File: src/rtl/evt_timer_pkg.sv
package evt_timer_pkg;
  localparam int unsigned ADDR_W  = 3;
  localparam int unsigned STEP_W  = 4;
  localparam int unsigned NUM_EVT = 2;
  localparam int unsigned EVT_WRAP = 0;
  localparam int unsigned EVT_CMP  = 1;

  typedef enum logic [ADDR_W-1:0] {
    A_CTRL  = 3'd0,
    A_STAT  = 3'd1,
    A_COUNT = 3'd2,
    A_CMP0  = 3'd3,
    A_IEN   = 3'd4
  } reg_addr_e;

  // control bit positions
  localparam int unsigned C_RUN  = 0;
  localparam int unsigned C_STEP = 4;
  localparam int unsigned C_SRC  = 8;
  localparam int unsigned C_CRST = 9;
  localparam int unsigned C_CEVT = 10;

  typedef struct packed {
    logic              cmp_evt;
    logic              cmp_rst;
    logic              src_b;
    logic [STEP_W-1:0] step;
    logic              run;
  } ctrl_t;
endpackage

File: src/rtl/evt_timer_regs.sv
module evt_timer_regs
  import evt_timer_pkg::*;
#(
  parameter int unsigned CNT_W = 32
) (
  input  logic               clk_i,
  input  logic               rst_ni,
  input  logic               wen_i,
  input  logic [ADDR_W-1:0]  addr_i,
  input  logic [CNT_W-1:0]   wdata_i,
  input  logic [CNT_W-1:0]   cnt_i,
  input  logic [NUM_EVT-1:0] flags_i,
  output ctrl_t              ctrl_o,
  output logic [CNT_W-1:0]   cmp_o,
  output logic [NUM_EVT-1:0] ien_o,
  output logic               cnt_we_o,
  output logic [NUM_EVT-1:0] clr_o,
  output logic [CNT_W-1:0]   rdata_o
);
  ctrl_t              ctrl_q;
  logic [CNT_W-1:0]   cmp_q;
  logic [NUM_EVT-1:0] ien_q;

  always_ff @(posedge clk_i or negedge rst_ni) begin
    if (!rst_ni) begin
      ctrl_q <= '0;
      cmp_q  <= '0;
      ien_q  <= '0;
    end else if (wen_i) begin
      unique case (addr_i)
        A_CTRL: begin
          ctrl_q.run     <= wdata_i[C_RUN];
          ctrl_q.step    <= wdata_i[C_STEP +: STEP_W];
          ctrl_q.src_b   <= wdata_i[C_SRC];
          ctrl_q.cmp_rst <= wdata_i[C_CRST];
          ctrl_q.cmp_evt <= wdata_i[C_CEVT];
        end
        A_CMP0: cmp_q <= wdata_i;
        A_IEN:  ien_q <= wdata_i[NUM_EVT-1:0];
        default: ;
      endcase
    end
  end

  always_comb begin
    cnt_we_o = wen_i && (addr_i == A_COUNT);
    clr_o    = (wen_i && (addr_i == A_STAT)) ? wdata_i[NUM_EVT-1:0] : '0;
  end

  always_comb begin
    rdata_o = '0;
    unique case (addr_i)
      A_CTRL: begin
        rdata_o[C_RUN]             = ctrl_q.run;
        rdata_o[C_STEP +: STEP_W]  = ctrl_q.step;
        rdata_o[C_SRC]             = ctrl_q.src_b;
        rdata_o[C_CRST]            = ctrl_q.cmp_rst;
        rdata_o[C_CEVT]            = ctrl_q.cmp_evt;
      end
      A_STAT:  rdata_o[NUM_EVT-1:0] = flags_i;
      A_COUNT: rdata_o = cnt_i;
      A_CMP0:  rdata_o = cmp_q;
      A_IEN:   rdata_o[NUM_EVT-1:0] = ien_q;
      default: rdata_o = '0;
    endcase
  end

  assign ctrl_o = ctrl_q;
  assign cmp_o  = cmp_q;
  assign ien_o  = ien_q;
endmodule

File: src/rtl/evt_timer_core.sv
module evt_timer_core
  import evt_timer_pkg::*;
#(
  parameter int unsigned CNT_W = 32
) (
  input  logic              clk_i,
  input  logic              rst_ni,
  input  logic              tick_i,
  input  logic [STEP_W-1:0] step_i,
  input  logic [CNT_W-1:0]  cmp_i,
  input  logic              cmp_rst_i,
  input  logic              cmp_evt_i,
  input  logic              wr_en_i,
  input  logic [CNT_W-1:0]  wr_data_i,
  output logic [CNT_W-1:0]  cnt_o,
  output logic              wrap_o,
  output logic              match_o
);
  localparam int unsigned PAD_W = CNT_W + 1 - STEP_W;

  logic [CNT_W-1:0] cnt_q, cnt_d;
  logic [CNT_W:0]   sum;
  logic             hit, adv, rst_hit;

  always_comb begin
    sum     = {1'b0, cnt_q} + {{PAD_W{1'b0}}, step_i};
    hit     = (cnt_q == cmp_i);
    adv     = tick_i && !wr_en_i;   // write wins, tick dropped
    rst_hit = adv && cmp_rst_i && hit;
    if (wr_en_i)      cnt_d = wr_data_i;
    else if (rst_hit) cnt_d = '0;
    else if (adv)     cnt_d = sum[CNT_W-1:0];
    else              cnt_d = cnt_q;
  end

  always_ff @(posedge clk_i or negedge rst_ni) begin
    if (!rst_ni) cnt_q <= '0;
    else         cnt_q <= cnt_d;
  end

  assign wrap_o  = adv && !rst_hit && sum[CNT_W];
  assign match_o = adv && cmp_evt_i && hit;
  assign cnt_o   = cnt_q;
endmodule

File: src/rtl/evt_timer_flags.sv
module evt_timer_flags
  import evt_timer_pkg::*;
(
  input  logic               clk_i,
  input  logic               rst_ni,
  input  logic [NUM_EVT-1:0] set_i,
  input  logic [NUM_EVT-1:0] clr_i,
  input  logic [NUM_EVT-1:0] ien_i,
  output logic [NUM_EVT-1:0] flags_o,
  output logic               irq_o
);
  logic [NUM_EVT-1:0] flag_q;

  for (genvar g = 0; g < NUM_EVT; g++) begin : g_flag
    always_ff @(posedge clk_i or negedge rst_ni) begin
      if (!rst_ni)       flag_q[g] <= 1'b0;
      else if (set_i[g]) flag_q[g] <= 1'b1;  // set beats clear
      else if (clr_i[g]) flag_q[g] <= 1'b0;
    end
  end

  assign flags_o = flag_q;
  assign irq_o   = |(flag_q & ien_i);
endmodule

File: src/rtl/evt_timer.sv
module evt_timer
  import evt_timer_pkg::*;
#(
  parameter int unsigned CNT_W = 32
) (
  input  logic              clk_i,
  input  logic              rst_ni,
  input  logic              reg_wen_i,
  input  logic [ADDR_W-1:0] reg_addr_i,
  input  logic [CNT_W-1:0]  reg_wdata_i,
  output logic [CNT_W-1:0]  reg_rdata_o,
  input  logic              tick_a_i,
  input  logic              tick_b_i,
  output logic              irq_o
);
  ctrl_t              ctrl;
  logic [CNT_W-1:0]   cmp0, cnt;
  logic [NUM_EVT-1:0] ien, flags, clr, evt_set;
  logic               cnt_we, tick_sel, wrap_evt, match_evt;

  evt_timer_regs #(.CNT_W(CNT_W)) u_regs (
    .clk_i    (clk_i),
    .rst_ni   (rst_ni),
    .wen_i    (reg_wen_i),
    .addr_i   (reg_addr_i),
    .wdata_i  (reg_wdata_i),
    .cnt_i    (cnt),
    .flags_i  (flags),
    .ctrl_o   (ctrl),
    .cmp_o    (cmp0),
    .ien_o    (ien),
    .cnt_we_o (cnt_we),
    .clr_o    (clr),
    .rdata_o  (reg_rdata_o)
  );

  assign tick_sel = ctrl.run && (ctrl.src_b ? tick_b_i : tick_a_i);

  evt_timer_core #(.CNT_W(CNT_W)) u_core (
    .clk_i     (clk_i),
    .rst_ni    (rst_ni),
    .tick_i    (tick_sel),
    .step_i    (ctrl.step),
    .cmp_i     (cmp0),
    .cmp_rst_i (ctrl.cmp_rst),
    .cmp_evt_i (ctrl.cmp_evt),
    .wr_en_i   (cnt_we),
    .wr_data_i (reg_wdata_i),
    .cnt_o     (cnt),
    .wrap_o    (wrap_evt),
    .match_o   (match_evt)
  );

  always_comb begin
    evt_set           = '0;
    evt_set[EVT_WRAP] = wrap_evt;
    evt_set[EVT_CMP]  = match_evt;
  end

  evt_timer_flags u_flags (
    .clk_i   (clk_i),
    .rst_ni  (rst_ni),
    .set_i   (evt_set),
    .clr_i   (clr),
    .ien_i   (ien),
    .flags_o (flags),
    .irq_o   (irq_o)
  );
endmodule

File: config.mk
export PLATFORM = sky130hd
export DESIGN_NAME = evt_timer
export DESIGN_NICKNAME = d
export VERILOG_FILES = /design/src/rtl/evt_timer_pkg.sv /design/src/rtl/evt_timer_regs.sv /design/src/rtl/evt_timer_core.sv /design/src/rtl/evt_timer_flags.sv /design/src/rtl/evt_timer.sv
export SDC_FILE = /design/constraint.sdc
export NUM_CORES = 1
export LEC_CHECK = 0
export CORE_MARGIN = 10
export CORE_UTILIZATION = 59
export CTS_BUF_LIST = sky130_fd_sc_hd__clkbuf_8 sky130_fd_sc_hd__clkbuf_16
export DETAILED_ROUTE_END_ITERATION = 7
export PLACE_DENSITY_LB_ADDON = 0.3
export SYNTH_ARGS = -nofsm -noshare
export SYNTH_HDL_FRONTEND = slang
export SYNTH_SLANG_ARGS = --single-unit
File: constraint.sdc
create_clock -name clk_i -period 6.12 [get_ports clk_i]
set_input_delay 1.836 -clock clk_i [delete_from_list [all_inputs] [get_ports clk_i]]
set_output_delay 1.836 -clock clk_i [all_outputs]
set_load 0.02 [all_outputs]
==> results of run 1 <==
-- Yosys cell counts (all sizes together), types with 11 or more instances --
library cell,number
nand3,19
nand4,23
a211oi,11
inv,22
nor2,46
o21ai,20
clkbuf,19
a22o,25
dfrtp,76
a31oi,13
nand2,39
xnor2,44
mux2,42
buf,17
-- kinds of logic after synthesis --
logic type,after synthesis,share of synthesized area
AND/OR/NAND/NOR,158,0.1712
AO/OA/AOI/OAI,116,0.1754
flip-flops,76,0.3968
buffers and inverters,58,0.04959
XOR/XNOR,49,0.08953
multiplexers,44,0.1028
adder cells (fa/ha/maj),5,0.01462
-- through the flow --
stage | cell area (µm²) | utilization | total power [W]
CTS | 5723 | 0.7330 | 0.001858
detailed placement | 5554 | 0.7114 | 0.001510
floorplan | 4793 | - | 0.001265
finish | 5723 | 0.7330 | 0.001875
global route | 5723 | 0.7330 | 0.001965
global placement | 5554 | 0.7114 | 0.001479
-- area by class of cell --
cell class	instances	area, µm²	share of cell area
Multi-Input combinational cell	372	2656	0.4641
Clock buffer	11	151.4	0.02645
Sequential cell	76	1902	0.3323
Timing Repair Buffer	81	785.8	0.1373
Tap cell	102	127.6	0.02230
Clock inverter	4	17.52	0.003061
Inverter	22	82.58	0.01443
-- where the power goes --
| group | internal (W) | total, W | switching [W] |
|---|---|---|---|
| registers | 0.000632 | 0.000818 | 0.000185 |
| clock network | 0.000163 | 0.000347 | 0.000183 |
| logic | 0.000334 | 0.000710 | 0.000376 |
-- path summary, 6_finish.rpt --
| check | endpoint | cells after the start | slack, ps |
|---|---|---|---|
| setup / recovery | reg_rdata_o[7] | 6 | 470 |
| hold / removal | u_regs.ctrl_o[7] | 1 | 560 |
| setup reg to reg | u_core.cnt_o[18] | 6 | 3420 |
| hold reg to reg | u_regs.ctrl_o[7] | 1 | 560 |
| max in group asynchronous | u_regs.cmp_o[27] | 1 | 3860 |
| min in group asynchronous | u_regs.ien_o[0] | 1 | 1640 |
-- routing by layer --
layer  GRT usage  share of wire  vias up
li1            -              -     1951
met1      0.3080           0.39     2106
met2      0.3827           0.48      292
met3     0.04121           0.10       54
met4     0.09725          0.029        0
met5           0              0        -
-- registers in the layout, summed over array words and instances, names as in the netlist --
| name | count |
|---|---|
| u_core.cnt_o | 32 |
| u_flags.flags_o | 2 |
| u_regs.cmp_o | 32 |
| u_regs.ctrl_o | 8 |
| u_regs.ien_o | 2 |
==> metrics, run 1 <==
launch instance of the worst register-to-register path u_core.cnt_o[4]; synthesized cell area 4793 µm²; core region area 7807 µm²; initial antenna violation count 0; worst-case setup slack after placement 483.4 ps; Pwr per Cell Area 327.5 nW/µm²; Critical Path Fanout Max 15; final critical delay including setup and external delays 5655 ps; count of unresolved DRC violations after routing 0; floorplan die height 110.1 µm; kind of start point of the critical path primary input; post-synth top area share 0.3968; number of buffers added by the clock tree synthesis step 9; post-DR vias/cell 6.591; worst setup path start reg_addr_i[1]; Post-layout nets 607; class of the tightest hold or removal check flop to flop; final max-slew violation count 0; top library cells by usage in the layout, fill and taps aside 76 x sky130_fd_sc_hd__dfrtp_1, 71 x sky130_fd_sc_hd__clkdlybuf4s50_1, 45 x sky130_fd_sc_hd__nor2_1; nature of the critical path endpoint primary output; HPWL after DPL 9.836 mm; clock latency on the worst-skew pair 350 ps; Routability Congestion 0.9703; count of H-tree levels built during CTS 3; portion of the post-synthesis area used by sequential elements 0.3968; slowest library cell on the worst path sky130_fd_sc_hd__clkdlybuf4s50_1; Leak 2.206 nW; start point of the worst min-delay path u_regs.ctrl_o[7]; total negative setup slack 0 ps; count of filler cells inserted in the layout 592; unrepaired setup endpoints after global routing false; post-CTS setup buffer count 0; wire length after detailed routing 14.09 mm; dominant register cell in the synthesized netlist sky130_fd_sc_hd__dfrtp_1; Die Wd 110.1 µm; commonest non-fill, non-tap cell in the layout sky130_fd_sc_hd__dfrtp_1; All-Layer GR Usage 0.2367; Hold Buf Count CTS 0; detail-routed net length per standard cell 21.09 µm; violation count after the first detailed-route iteration 560; number of buffers between clock root and the deepest sink 2; Final Worst Setup Slack 465.3 ps; total of cells resized after clock tree synthesis 0; number of synthesized flops with an enable pin 0; I/O pins 73; Warnings, synthesis 0; required arrival time at the worst endpoint 4280 ps; leading cell types by total area after synthesis sky130_fd_sc_hd__dfrtp_1 40%, sky130_fd_sc_hd__mux2_2 9.6%, sky130_fd_sc_hd__xnor2_1 8.0%, sky130_fd_sc_hd__a22o_1 4.6%, sky130_fd_sc_hd__nor2_1 3.6%; Avg Synthesized Cell Area 9.473 µm²; number of failing hold endpoints at the final stage 0; measured slew at the worst slew-check pin 1118 ps; non-filler cells, final 668; endpoints failing setup 0; number of distinct library cell variants in the gate-level netlist after synthesis 50; count of inserted antenna diode cells 0; Max Cap Violations 0; routed vias 4,403; setup skew after layout 8.941 ps; number of placed instances, taps included 653; TritonCTS clock tree done; post-synthesis instance total 506; outcome completed; die area 12,130 µm²; critical path arrival 3820 ps; Antenna Violating Nets Remaining 0; number of buffer cells added on primary ports 72; Max-Slew Margin vs Limit 0.2537; CP top delay family buffers and inverters; fraction of final layout cells sized beyond drive strength 1 0.1378; final period utilization 0.9240; number of flip-flops and latches in the synthesized netlist 76; Crit path largest cell delay 640 ps; tightest hold margin 556.1 ps; clock slew at reported path FFs 80 ps; first-pass iteration count of the detailed router 8; largest net degree at the start of global routing 77; Sink Count 76; biggest area consumer among synthesized cells sky130_fd_sc_hd__dfrtp_1; Congestion Overflow GR 0; maximum clock frequency 0.1768 GHz; initial standard-cell utilization of the core 0.6139; series of cell instances along the critical path clkdlybuf4s50_1 > buf_4 > nor2_1 > a22oi_1 > nor2_1 > clkdlybuf4s50_1; largest voltage drop on the vdd net 0.2388 mV; wire length of the first global-routing pass 22.67 mm; Post-Synthesis Net Count 551; async set-or-reset flop fraction in the synthesized netlist 1.000; buffer type at the clock tree root sky130_fd_sc_hd__clkbuf_8; Setup Crit Path Kind primary input to primary output; number of global-route vias before repair 4,335; area growth from synthesis to layout 19.39%; number of buffers and inverters on the critical path 3; cell row count 32
(Power assumes the default switching activity.)
==> run 2, diff against run 1 <==
--- a/config.mk
+++ b/config.mk
@@ -5,11 +5,11 @@
 export SDC_FILE = /design/constraint.sdc
 export NUM_CORES = 1
 export LEC_CHECK = 0
-export CORE_MARGIN = 10
 export CORE_UTILIZATION = 59
 export CTS_BUF_LIST = sky130_fd_sc_hd__clkbuf_8 sky130_fd_sc_hd__clkbuf_16
 export DETAILED_ROUTE_END_ITERATION = 7
-export PLACE_DENSITY_LB_ADDON = 0.3
+export HOLD_SLACK_MARGIN = 0.12
+export PLACE_DENSITY = 0.86
 export SYNTH_ARGS = -nofsm -noshare
 export SYNTH_HDL_FRONTEND = slang
 export SYNTH_SLANG_ARGS = --single-unit
==> run 2 against run 1 <==
  * Cell count grew 0.30%
  * Sequential power is essentially flat
  * Utilization grew 0.90 points
  * Critical path depth is the same
  * Flip-flop and latch count is the same
  * Largest power group unchanged
  * Highest routed layer unchanged
==> metrics, run 2 (synthesis results as in run 1) <==
count of unresolved DRC violations after routing 0 (unchanged); setup skew after layout 8.774 ps (-0.1667 ps); number of global-route vias before repair 4,298 (-0.85%); floorplan die height 92.14 µm (-16%); largest net degree at the start of global routing 77 (unchanged); die area 8489 µm² (-30%); buffer type at the clock tree root sky130_fd_sc_hd__clkbuf_8; number of failing hold endpoints at the final stage 0 (unchanged); number of buffers between clock root and the deepest sink 2 (unchanged); cell row count 32 (unchanged); nature of the critical path endpoint primary output; Final Worst Setup Slack 255.4 ps (-209.9 ps); Sink Count 76 (unchanged); initial antenna violation count 0 (unchanged); Leak 2.231 nW (+1.1%); worst-case setup slack after placement 304.3 ps (-179.1 ps); Routability Congestion 0.9591 (-1.2%); Sw Ratio 0.3779 (-0.01935); clock network fraction of design power 0.222 (+0.037); wire length of the first global-routing pass 21.42 mm (-5.5%); count of H-tree levels built during CTS 3 (unchanged); class of the tightest hold or removal check flop to flop; area growth from synthesis to layout 20.86%; final design utilization 0.7420 (+0.008974); final period utilization 0.9583 (+0.03430); count of inserted antenna diode cells 0 (unchanged); wire length after detailed routing 13.28 mm (-5.7%); Hold Buf Count CTS 0 (unchanged); Setup Crit Path Kind primary input to primary output; unrepaired setup endpoints after global routing false; commonest non-fill, non-tap cell in the layout sky130_fd_sc_hd__dfrtp_1; post-CTS setup buffer count 0 (unchanged); routed vias 4,373 (-0.68%); critical path arrival 4030 ps (+210 ps); endpoints failing setup 0 (unchanged); Pwr per Cell Area 337.7 nW/µm² (+3.1%); top library cells by usage in the layout, fill and taps aside 76 x sky130_fd_sc_hd__dfrtp_1, 71 x sky130_fd_sc_hd__clkdlybuf4s50_1, 45 x sky130_fd_sc_hd__nor2_1; violation count after the first detailed-route iteration 501 (-11%); TritonCTS clock tree done; number of buffers added by the clock tree synthesis step 9 (unchanged); I/O pins 73 (unchanged); Post-layout nets 609 (+0.33%); kind of start point of the critical path primary input; initial standard-cell utilization of the core 0.6139 (unchanged); switching power of the nets 0.0007391 W (-0.73%); register share of total power 0.417 (-0.019); measured slew at the worst slew-check pin 1063 ps (-55.31 ps); core region area 7807 µm² (unchanged); fraction of final layout cells sized beyond drive strength 1 0.1444 (+0.006557); cell-internal power 0.001217 W (+7.7%); Comb power frac 0.361 (-0.018); HPWL after DPL 9.367 mm (-4.8%); detail-routed net length per standard cell 19.82 µm (-6.0%); Antenna Violating Nets Remaining 0 (unchanged); Max Cap Violations 0 (unchanged); Critical Path Fanout Max 17 (+2); All-Layer GR Usage 0.3259 (+0.08922); Congestion Overflow GR 0 (unchanged); clock latency on the worst-skew pair 350 ps (about the same); Die Wd 92.14 µm (-16%); Max-Slew Margin vs Limit 0.2855 (+0.03177); post-DR vias/cell 6.527 (-0.98%); required arrival time at the worst endpoint 4280 ps (about the same); total non-filler cell area in the finished layout 5793 µm² (+1.2%); placed cell area 5569 µm² (+0.27%); clock slew at reported path FFs 70 ps (about the same); first-pass iteration count of the detailed router 5 (-3); total of cells resized after clock tree synthesis 0 (unchanged); maximum clock frequency 0.1705 GHz (-3.6%); largest voltage drop on the vdd net 0.2249 mV (-5.8%); outcome completed; total negative setup slack 0 ps (unchanged); final critical delay including setup and external delays 5865 ps (+209.9 ps); final max-slew violation count 0 (unchanged); number of buffer cells added on primary ports 72 (unchanged)
## run 2: cell count changes in the layout (fill, tap and decap cells not counted)
cell	delta
sky130_fd_sc_hd__inv_1	-2
sky130_fd_sc_hd__buf_4	+2
sky130_fd_sc_hd__clkinvlp_4	+1
sky130_fd_sc_hd__bufinv_16	+2
sky130_fd_sc_hd__clkinv_2	-1
## run 2: cell type report
class / instances / area [µm²]
Tap cell: 102 / 127.6
Inverter: 22 / 82.58
Sequential cell: 76 / 1902
Multi-Input combinational cell: 372 / 2656
Clock buffer: 11 / 151.4
Fill cell: 566 / 2014
Clock inverter: 4 / 72.57
Timing Repair Buffer: 83 / 800.8
## run 2: path summary, 6_finish.rpt
path	from	end	slack, ps	depth (start not counted)
setup / recovery	reg_addr_i[1]	reg_rdata_o[28]	260	6
hold / removal	u_flags.flags_o[1]	u_flags.flags_o[1]	550	1
setup reg to reg	u_core.cnt_o[4]	u_core.cnt_o[25]	3360	6
hold reg to reg	u_flags.flags_o[1]	u_flags.flags_o[1]	550	1
max in group asynchronous	rst_ni	u_regs.ien_o[0]	3870	1
min in group asynchronous	rst_ni	u_regs.cmp_o[3]	1610	1
## run 2: per-stage QoR
| step | std cells | total power (W) | hold WS, ps |
|---|---|---|---|
| floorplan | 506 | 0.001265 | 467.6 |
| global placement | 655 | 0.001476 | 521.5 |
| detailed placement | 655 | 0.001507 | 533.7 |
| CTS | 670 | 0.001938 | 551.5 |
| global route | 670 | 0.002043 | 565.5 |
| finish | 670 | 0.001956 | 547.1 |
## run 2: critical path, cell delays in order
cell,delay (ps)
sky130_fd_sc_hd__clkdlybuf4s50_1,710
sky130_fd_sc_hd__nand2b_1,210
sky130_fd_sc_hd__nor2_1,190
sky130_fd_sc_hd__buf_4,270
sky130_fd_sc_hd__a22o_1,200
sky130_fd_sc_hd__clkdlybuf4s50_1,600
## run 2: power by group through the flow
stage / registers, W / logic, W / clock network (W)
after floorplan: 0.000749 / 0.000516 / 0
after global placement: 0.000811 / 0.000665 / 0
after detailed placement: 0.000818 / 0.000689 / 0
after CTS: 0.000810 / 0.000694 / 0.000435
after global routing: 0.000836 / 0.000757 / 0.000450
final: 0.000816 / 0.000705 / 0.000435
## run 2: per-layer routing
layer	GRT usage	wire, µm	up-vias	share of wire
met2	0.5261	6341	258	0.48
met5	0	0	-	0
li1	-	-	1956	-
met1	0.4266	5282	2113	0.40
met3	0.06302	1202	46	0.091
met4	0.1432	451	0	0.034
==> run 3, diff against run 2 <==
--- a/config.mk
+++ b/config.mk
@@ -5,11 +5,10 @@
 export SDC_FILE = /design/constraint.sdc
 export NUM_CORES = 1
 export LEC_CHECK = 0
-export CORE_UTILIZATION = 59
+export CORE_UTILIZATION = 25
 export CTS_BUF_LIST = sky130_fd_sc_hd__clkbuf_8 sky130_fd_sc_hd__clkbuf_16
 export DETAILED_ROUTE_END_ITERATION = 7
 export HOLD_SLACK_MARGIN = 0.12
-export PLACE_DENSITY = 0.86
 export SYNTH_ARGS = -nofsm -noshare
 export SYNTH_HDL_FRONTEND = slang
 export SYNTH_SLANG_ARGS = --single-unit
==> run 3 against run 2 <==
  * Combinational power barely moved
  * Non-clock buffer count unchanged
  * Fmax up 2.1%
  * Clock skew is 0.56 ps lower
  * Power rose by 5.2%
  * Global-route usage shrank 17 points
  * Die area is 130% higher
  * Sequential power is essentially flat
  * Routed wire length grew 10%
  * Via count fell by 5.6%
  * Flip-flop and latch count did not move
  * Register-to-register slack gained 140 ps
  * Largest cell class unchanged
  * Largest power group unchanged
==> metrics, run 3 (synthesis results as in run 1) <==
class of the tightest hold or removal check flop to flop; All-Layer GR Usage 0.1540 (-0.1720); top library cells by usage in the layout, fill and taps aside 76 x sky130_fd_sc_hd__dfrtp_1, 71 x sky130_fd_sc_hd__clkdlybuf4s50_1, 44 x sky130_fd_sc_hd__nor2_1, 44 x sky130_fd_sc_hd__xnor2_1, 41 x sky130_fd_sc_hd__mux2_2; total design power 0.002059 W (+5.2%); number of global-route vias before repair 4,121 (-4.1%); Sink Count 76 (unchanged); Leak 2.270 nW (+1.7%); post-DR vias/cell 5.150 (-21%); area growth from synthesis to layout 26.29%; number of buffers and inverters on the critical path 3 (unchanged); detail-routed net length per standard cell 18.29 µm (-7.7%); fraction of final layout cells sized beyond drive strength 1 0.1461 (+0.001761); wire length after detailed routing 14.67 mm (+10%); setup skew after layout 8.214 ps (-0.5596 ps); post-CTS setup buffer count 0 (unchanged); clock slew at reported path FFs 60 ps (about the same); count of unresolved DRC violations after routing 0 (unchanged); endpoints failing setup 0 (unchanged); cell row count 50 (+56%); met1 layer usage reported by global route 0.2049 (-0.2217); routed vias 4,130 (-5.6%); clock latency on the worst-skew pair 340 ps (about the same); TritonCTS clock tree done; outcome completed; Die Wd 140.5 µm (+52%); kind of start point of the critical path primary input; slowest library cell on the worst path sky130_fd_sc_hd__clkdlybuf4s50_1; commonest non-fill, non-tap cell in the layout sky130_fd_sc_hd__dfrtp_1; critical path arrival 3910 ps (-120 ps); measured slew at the worst slew-check pin 1198 ps (+134.7 ps); floorplan die height 140.5 µm (+52%); die area 19,730 µm² (+130%); required arrival time at the worst endpoint 4280 ps (about the same); total of cells resized after clock tree synthesis 0 (unchanged); Sequential Area 1902 µm² (unchanged); non-filler cells, final 802 (+20%); series of cell instances along the critical path clkdlybuf4s50_1 > buf_4 > nor2_1 > a22oi_1 > nor2_1 > clkdlybuf4s50_1; initial antenna violation count 0 (unchanged); largest voltage drop on the vdd net 0.1566 mV (-30%); violation count after the first detailed-route iteration 286 (-43%); total negative setup slack 0 ps (unchanged); nature of the critical path endpoint primary output; Pwr per Cell Area 340.1 nW/µm² (+0.72%); core region area 18,770 µm² (+140%); initial standard-cell utilization of the core 0.2554 (-0.3585); Setup Crit Path Kind primary input to primary output; GRT met2 Usage 0.2524 (-0.2738); buffer type at the clock tree root sky130_fd_sc_hd__clkbuf_16; final max-slew violation count 0 (unchanged); Routability Congestion 0.8321 (-13%); final critical delay including setup and external delays 5743 ps (-121.1 ps); first-pass iteration count of the detailed router 5 (unchanged); final period utilization 0.9385 (-0.01979); number of placed instances, taps included 787 (+20%); Post-layout nets 609 (unchanged); total area of multi-input combinational cells 2659 µm² (about the same); number of failing hold endpoints at the final stage 0 (unchanged); number of buffer cells added on primary ports 72 (unchanged); Congestion Overflow GR 0 (unchanged); final design utilization 0.3225 (-0.4195); wire length of the first global-routing pass 23.33 mm (+8.9%); GR Layer Usage met3 0.02427 (-0.03874); I/O pins 73 (unchanged); Crit path largest cell delay 610 ps (-100 ps); CP top delay family buffers and inverters; count of H-tree levels built during CTS 3 (unchanged); count of inserted antenna diode cells 0 (unchanged); Max Cap Violations 0 (unchanged); number of buffers between clock root and the deepest sink 2 (unchanged); busiest layer in global routing met2; Hold Buf Count CTS 0 (unchanged); Critical Path Fanout Max 15 (-2); Antenna Violating Nets Remaining 0 (unchanged); maximum clock frequency 0.1741 GHz (+2.1%); Max-Slew Margin vs Limit 0.1942 (-0.09124); unrepaired setup endpoints after global routing false; largest net degree at the start of global routing 77 (unchanged); number of buffers added by the clock tree synthesis step 9 (unchanged); count of filler cells inserted in the layout 1,950 (+240%); HPWL after DPL 10.56 mm (+13%)
run 3: worst register-to-register path: cells and delay by family (launching register included):
family                    cells  cell delay [ps]
and+or+nand+nor               3             1240
AOI/OAI and AO/OA             2              690
DFF                           1              520
xor gates and xnor gates      1               90
run 3: cell type report:
cell class / count / area share
repair buffers: 83 / 0.1364
multi-input cells: 372 / 0.4392
clock buffers: 10 / 0.03948
clock inverters: 5 / 0.008681
inverters: 22 / 0.01364
well taps: 234 / 0.04837
flip-flops and latches: 76 / 0.3142
run 3: power by group:
part / internal [W] / switching (W)
logic: 0.000337 / 0.000370
clock network: 0.000322 / 0.000210
registers: 0.000634 / 0.000186
total: 0.00129 / 0.000765
run 3: final timing paths:
path	from	end	slack (ps)	cells after the start
max	reg_addr_i[1]	reg_rdata_o[9]	380	6
min	u_regs.cmp_o[8]	u_regs.cmp_o[8]	550	1
max reg2reg	u_core.cnt_o[4]	u_core.cnt_o[18]	3500	6
min reg2reg	u_regs.cmp_o[8]	u_regs.cmp_o[8]	550	1
max in group asynchronous	rst_ni	u_regs.ctrl_o[3]	3800	1
min in group asynchronous	rst_ni	u_regs.cmp_o[19]	1670	1
run 3: per-layer routing:
metal | share of wire | vias to the layer above
met5 | 0 | -
met2 | 0.49 | 107
li1 | - | 1971
met1 | 0.46 | 2028
met4 | 0.021 | 0
met3 | 0.035 | 24
run 3: stage by stage:
| stage | area [µm²] | setup WS [ps] | hold WS, ps |
|---|---|---|---|
| 2_1_floorplan | 4793 | 1385 | 467.6 |
| 3_3_place_gp | 5762 | 379.6 | 530.7 |
| 3_5_place_dp | 5762 | 388.5 | 538.1 |
| 4_1_cts | 6053 | 393.4 | 545.7 |
| 5_1_grt | 6053 | 308.1 | 570.2 |
| 6_report | 6053 | 376.5 | 549.7 |
